### src/rtl/dbg_pkg.sv
package dbg_pkg;
  typedef enum logic [1:0] {
    ISA_A32 = 2'd0,
    ISA_T16 = 2'd1,
    ISA_BC  = 2'd2,
    ISA_RSV = 2'd3
  } isa_e;

  localparam logic [2:0] ENC_OP1     = 3'd0;
  localparam logic [3:0] ENC_CRN     = 4'd0;
  localparam logic [2:0] ENC_OP2     = 3'd0;
  localparam logic [3:0] ENC_CRM_FA  = 4'd6;
  localparam logic [3:0] ENC_CRM_XFR = 4'd5;
endpackage

### src/rtl/dbg_cp_decode.sv
module dbg_cp_decode (
  input  logic [2:0] op1,
  input  logic [3:0] crn,
  input  logic [3:0] crm,
  input  logic [2:0] op2,
  output logic       sel_fa,
  output logic       sel_xfr,
  output logic       unknown
);
  logic base_ok;

  always_comb begin
    base_ok = (op1 == dbg_pkg::ENC_OP1) && (crn == dbg_pkg::ENC_CRN) &&
              (op2 == dbg_pkg::ENC_OP2);
    sel_fa  = base_ok && (crm == dbg_pkg::ENC_CRM_FA);
    sel_xfr = base_ok && (crm == dbg_pkg::ENC_CRM_XFR);
    unknown = !sel_fa && !sel_xfr;
  end
endmodule

### src/rtl/dbg_fault_addr.sv
module dbg_fault_addr #(
  parameter int AW = 32
) (
  input  logic          clk,
  input  logic          rst,
  input  logic          wp_hit,
  input  logic [AW-1:0] wp_pc,
  input  dbg_pkg::isa_e isa,
  input  logic          sw_we,
  input  logic [AW-1:0] sw_wdata,
  input  logic          dabort,
  input  logic          pabort,
  output logic [AW-1:0] fa_q
);
  localparam logic [AW-1:0] OFF_A32 = AW'(8);
  localparam logic [AW-1:0] OFF_T16 = AW'(4);

  logic [AW-1:0] offset;

  always_comb begin
    case (isa)
      dbg_pkg::ISA_A32: offset = OFF_A32;
      dbg_pkg::ISA_T16: offset = OFF_T16;
      default:          offset = '0;
    endcase
  end

  // Watchpoint capture outranks a software load; aborts have no path here.
  always_ff @(posedge clk) begin
    if (rst)         fa_q <= '0;
    else if (wp_hit) fa_q <= wp_pc + offset;
    else if (sw_we)  fa_q <= sw_wdata;
  end

  AST_A32_OFFSET: assert property (@(posedge clk) disable iff (rst)
    (wp_hit && isa == dbg_pkg::ISA_A32) |=> fa_q == $past(wp_pc) + AW'(8));
  AST_T16_OFFSET: assert property (@(posedge clk) disable iff (rst)
    (wp_hit && isa == dbg_pkg::ISA_T16) |=> fa_q == $past(wp_pc) + AW'(4));
  AST_ABORT_KEEP: assert property (@(posedge clk) disable iff (rst)
    ((dabort || pabort) && !wp_hit && !sw_we) |=> $stable(fa_q));
  AST_WP_WINS: assert property (@(posedge clk) disable iff (rst)
    (wp_hit && sw_we && isa == dbg_pkg::ISA_BC) |=> fa_q == $past(wp_pc));
endmodule

### src/rtl/dbg_xfer_chan.sv
module dbg_xfer_chan #(
  parameter int DW = 32
) (
  input  logic          clk,
  input  logic          rst,
  input  logic          prod_we,
  input  logic [DW-1:0] prod_data,
  input  logic          cons_re,
  output logic [DW-1:0] data_q,
  output logic          full_q
);
  logic accept;

  always_comb accept = prod_we && !full_q;

  always_ff @(posedge clk) begin
    if (rst) begin
      full_q <= 1'b0;
      data_q <= '0;
    end else begin
      if (accept)       full_q <= 1'b1;
      else if (cons_re) full_q <= 1'b0;
      if (accept) data_q <= prod_data;
    end
  end

  AST_SET_ON_WRITE: assert property (@(posedge clk) disable iff (rst)
    (prod_we && !full_q) |=> full_q);
  AST_NO_OVERWRITE: assert property (@(posedge clk) disable iff (rst)
    (prod_we && full_q) |=> $stable(data_q));
  AST_CLEAR_ON_READ: assert property (@(posedge clk) disable iff (rst)
    (cons_re && !prod_we) |=> !full_q);
endmodule

### src/rtl/dbg_xfer_regs.sv
module dbg_xfer_regs #(
  parameter int DW = 32
) (
  input  logic          clk,
  input  logic          rst,
  input  logic          wp_hit_i,
  input  logic [DW-1:0] wp_pc_i,
  input  logic [1:0]    isa_state_i,
  input  logic          dabort_i,
  input  logic          pabort_i,
  input  logic          priv_i,
  input  logic          cp_valid_i,
  input  logic          cp_read_i,
  input  logic [2:0]    cp_op1_i,
  input  logic [3:0]    cp_crn_i,
  input  logic [3:0]    cp_crm_i,
  input  logic [2:0]    cp_op2_i,
  input  logic [DW-1:0] cp_wdata_i,
  output logic          cp_ack_o,
  output logic          cp_undef_o,
  output logic [DW-1:0] cp_rdata_o,
  input  logic          ext_valid_i,
  input  logic          ext_write_i,
  input  logic [DW-1:0] ext_wdata_i,
  output logic          ext_ack_o,
  output logic [DW-1:0] ext_rdata_o,
  output logic          c2d_full_o,
  output logic          d2c_full_o
);
  logic          sel_fa, sel_xfr, unknown;
  logic          undef_now, fa_we, c2d_we, d2c_re, d2c_we, c2d_re;
  logic [DW-1:0] fa_q, c2d_q, d2c_q, rdata_nxt;

  dbg_cp_decode u_dec (
    .op1(cp_op1_i), .crn(cp_crn_i), .crm(cp_crm_i), .op2(cp_op2_i),
    .sel_fa(sel_fa), .sel_xfr(sel_xfr), .unknown(unknown)
  );

  always_comb begin
    undef_now = cp_valid_i && (unknown || (sel_fa && !priv_i));
    fa_we     = cp_valid_i && sel_fa && priv_i && !cp_read_i;
    c2d_we    = cp_valid_i && sel_xfr && !cp_read_i;
    d2c_re    = cp_valid_i && sel_xfr && cp_read_i;
    d2c_we    = ext_valid_i && ext_write_i;
    c2d_re    = ext_valid_i && !ext_write_i;
    rdata_nxt = '0;
    if (cp_valid_i && cp_read_i && !undef_now)
      rdata_nxt = sel_fa ? fa_q : d2c_q;
  end

  dbg_fault_addr #(.AW(DW)) u_fa (
    .clk(clk), .rst(rst), .wp_hit(wp_hit_i), .wp_pc(wp_pc_i),
    .isa(dbg_pkg::isa_e'(isa_state_i)), .sw_we(fa_we), .sw_wdata(cp_wdata_i),
    .dabort(dabort_i), .pabort(pabort_i), .fa_q(fa_q)
  );

  dbg_xfer_chan #(.DW(DW)) u_c2d (
    .clk(clk), .rst(rst), .prod_we(c2d_we), .prod_data(cp_wdata_i),
    .cons_re(c2d_re), .data_q(c2d_q), .full_q(c2d_full_o)
  );

  dbg_xfer_chan #(.DW(DW)) u_d2c (
    .clk(clk), .rst(rst), .prod_we(d2c_we), .prod_data(ext_wdata_i),
    .cons_re(d2c_re), .data_q(d2c_q), .full_q(d2c_full_o)
  );

  always_ff @(posedge clk) begin
    if (rst) begin
      cp_ack_o    <= 1'b0;
      cp_undef_o  <= 1'b0;
      cp_rdata_o  <= '0;
      ext_ack_o   <= 1'b0;
      ext_rdata_o <= '0;
    end else begin
      cp_ack_o    <= cp_valid_i;
      cp_undef_o  <= undef_now;
      cp_rdata_o  <= rdata_nxt;
      ext_ack_o   <= ext_valid_i;
      ext_rdata_o <= c2d_re ? c2d_q : '0;
    end
  end

  AST_RESET_CLEAR: assert property (@(posedge clk)
    rst |=> (!c2d_full_o && !d2c_full_o && fa_q == '0));
  AST_USER_UNDEF: assert property (@(posedge clk) disable iff (rst)
    (cp_valid_i && sel_fa && !priv_i) |=> (cp_undef_o && cp_ack_o));
  AST_UNKNOWN_UNDEF: assert property (@(posedge clk) disable iff (rst)
    (cp_valid_i && unknown) |=> (cp_undef_o && cp_rdata_o == '0));
endmodule

### config.mk
export PLATFORM = sky130hd
export DESIGN_NAME = dbg_xfer_regs
export DESIGN_NICKNAME = d
export VERILOG_FILES = /design/src/rtl/dbg_pkg.sv /design/src/rtl/dbg_cp_decode.sv /design/src/rtl/dbg_fault_addr.sv /design/src/rtl/dbg_xfer_chan.sv /design/src/rtl/dbg_xfer_regs.sv
export SDC_FILE = /design/constraint.sdc
export NUM_CORES = 1
export LEC_CHECK = 0
export BUFFER_PORTS_ARGS = -buffer_cell sky130_fd_sc_hd__buf_2
export CORE_ASPECT_RATIO = 2
export CORE_MARGIN = 5
export CORE_UTILIZATION = 55
export CTS_BUF_LIST = sky130_fd_sc_hd__clkbuf_2
export DETAILED_ROUTE_END_ITERATION = 16
export PLACE_DENSITY = 0.87
export REMOVE_ABC_BUFFERS = 1
export SLEW_MARGIN = 30
export SYNTH_ARGS = -nofsm -noshare
export SYNTH_HDL_FRONTEND = slang
export SYNTH_HIERARCHICAL = 1
export SYNTH_SLANG_ARGS = --single-unit
### constraint.sdc
create_clock -name clk -period 5.7 [get_ports clk]
set_clock_uncertainty 0.2 [all_clocks]
set_input_delay 0.57 -clock clk [delete_from_list [all_inputs] [get_ports clk]]
set_output_delay 0.57 -clock clk [all_outputs]
set_load 0.01 [all_outputs]
==> results.yml <==
yosys:
  yosys.cell_types.count: 57
  synth_most_common_cell: "dfxtp_1"
  yosys.area.top_type_share_pct: 42.7
  synth_cells: 762
  netlist_top_cells_area: "dfxtp_1, nand4bb_1, nand2b_1"
  yosys-top-cells-count: "dfxtp_1, nand2b_1, nand4bb_1"
  ys_seq_area_share_pct: 42.7
  synth-main-ff-cell: "dfxtp_1"
  syn_avg_cell_area_um2: 10.1
  yosysWarnings: 6
  synth_area_mm2: 0.00773
  async_flop_share_pct: 0
  synth_top_cell_by_area: "dfxtp_1"
  ys_ff_latch: 165
  synth_edf_count: 0
power_and_ir_drop:
  fin_total_pwr_uw: 2080
  power_density_mw_per_mm2: 211
  p_leak_uw: 0.00368
  ir_drop_uv: 158
sta:
  period_share_pct: 61.1
  relSlewSlack_pct: 33.8
  setup_viol: 0
  rsz0062_at_grt: "false"
  fmax_mhz: 287
  worstMarginPinSlew_ns: 0.993
  finalHoldViolCount: 0
  report.final.slew_viol_count: 0
  fin_tns_setup_ns: 0
  period_minus_slack_ns: 3.48
global_routing:
  antenna_found_initial: 7
  grt_use_total_pct: 27.4
  grt_max_degree: 85
  grt_pass1_wl_um: 35900
  grt_pass1_vias: 7124
  overflow: 0
floorplan:
  coreArea_mm2: 0.0139
  die-height_um: 178
  die_width_um: 93.8
  num_io_pins: 191
  rows: 61
  start_util_pct: 55.6
  die_area_mm2: 0.0167
finish:
  area_growth_pct: 27.5
  nets: 1134
  drive_gt1_share_pct: 27.2
cts:
  clock_path_buffers: 2
  cts_tree: "built"
  htreeDepth: 4
  clockRootBuffer: "clkbuf_2"
  clk_pin_slew_ns: 0.26
  cts.repair.resized: 0
  insertion_delay_ns: 0.74
  cts_inserted_buffers: 17
  cts.sinks: 165
worst_setup_path:
  ff2ff_setup_slack_ns: 3.46
  slowest_delay_ns: 0.83
  path_cells: "buf_2 -> or4b_1 -> nor4_2 -> and4b_2 -> buf_4 -> nor2b_1 -> a211oi_1 -> a311oi_1 -> dlygate4sd3_1"
  startpoint_type: "primary input"
  crit_slowest_cell: "and4b_2"
  crit_type: "primary input to flip-flop"
  endpoint_kind: "flip-flop"
  cp.required_ns: 6.15
  worst-path-max-fanout: 37
  cp.arrival_ns: 3.94
route:
  wl_per_cell_um: 19.0
  drt_iter0_markers: 454
  routed_wl_um: 23100
  vias_per_cell: 5.86
  final_antenna_net_count: 0
  dr.pass1.iters: 6
  drc: 0
  routed-via-count: 7135
job:
  drv_cap: 0
placed_design:
  dpl.hpwl_um: 14800
  gp_congestion: 0.914
  io_buffers: 188
hold_path:
  min_path_type: "primary input to flip-flop"
status:
  outcome: "complete, no violations"
-- layout make-up --
type	count	area, µm²
clock inverters	14	143
fillers	1046	4040
repair buffers	297	2010
flip-flops and latches	165	3300
well taps	189	236
clock buffers	17	85.1
multi-input cells	520	4030
diodes	8	20.0
inverters	8	30.0
-- critical path, delay by kind of cell --
| family | cells | cell delay [ns] |
|---|---|---|
| AND/OR/NAND/NOR | 4 | 1.82 |
| AO/OA/AOI/OAI | 2 | 0.40 |
| buffers and inverters | 3 | 1.12 |
-- metal layers --
layer	routed length, µm	global-route usage [%]	share of wire [%]	up-vias
met3	1260	4.67	5.5	121
li1	-	-	-	3317
met1	8180	28.7	35	3358
met5	0	0	0	-
met2	12100	48.2	52	339
met4	1550	19.9	6.7	0
-- report_power, final --
group          internal (µW)  leakage, µW  switching, µW
combinational            140      0.00221            129
clock                    135     0.000127            468
sequential              1190      0.00134           19.5
total                   1460      0.00368            617
-- what timing repair did --
item	in CTS	in global routing
hold endpoints to repair	98	2
buffers inserted	0	0
hold buffers	96	2
-- stage by stage --
stage	worst slack, ns	instance area (µm²)	instances	util [%]	hold WS (ns)
floorplan	-2.56	7350	693	-	0.231
global placement	2.03	8620	1081	62.1	0.237
detailed placement	1.99	8620	1081	62.1	0.242
CTS	2.47	9810	1208	70.6	0.00725
global route	2.20	9850	1217	70.9	0.0164
finish	2.22	9850	1218	70.9	0.0578
-- final timing paths --
check | start | to | cells after the start
min | wp_pc_i[13] | u_fa/fa_q[15] | 4
max | cp_op2_i[2] | u_fa/fa_q[20] | 9
max reg2reg | u_d2c/full_q | u_d2c/data_q[21] | 3
min reg2reg | u_c2d/data_q[30] | ext_rdata_o[30] | 1
-- layout by cell type (no fill, tap or decap), types with 12 or more instances in the layout --
| master | n |
|---|---|
| nand2b_1 | 68 |
| dlygate4sd3_1 | 98 |
| nand4bb_1 | 64 |
| dfxtp_1 | 165 |
| nor2b_1 | 29 |
| o21ai_0 | 22 |
| buf_2 | 187 |
| and2_1 | 35 |
| nor4_2 | 31 |
| mux2i_1 | 39 |
| clkbuf_2 | 17 |
| a211oi_1 | 35 |
| a311oi_1 | 16 |
| buf_4 | 12 |
| nor2_1 | 12 |
| o21ai_1 | 48 |
-- flip-flops by register name, summed over array words and instances (netlist names) --
name,count
u_d2c/full_q,1
cp_ack_o,1
cp_undef_o,1
u_fa/fa_q,32
ext_ack_o,1
ext_rdata_o,32
u_c2d/full_q,1
u_d2c/data_q,32
cp_rdata_o,32
u_c2d/data_q,32
-- kinds of logic (layout without fill, tap and decap cells) --
group	Yosys count	in the layout	synth area share, %
xor+xnor	9	9	1.02
buf+inv	77	336	5.28
fa+ha+maj	3	3	0.583
compound gates	144	144	12.0
flops	165	165	42.7
other cells	0	8	0
mux	39	39	5.05
simple gates	325	325	33.4
Note: power is estimated with default switching activity, not from simulation.
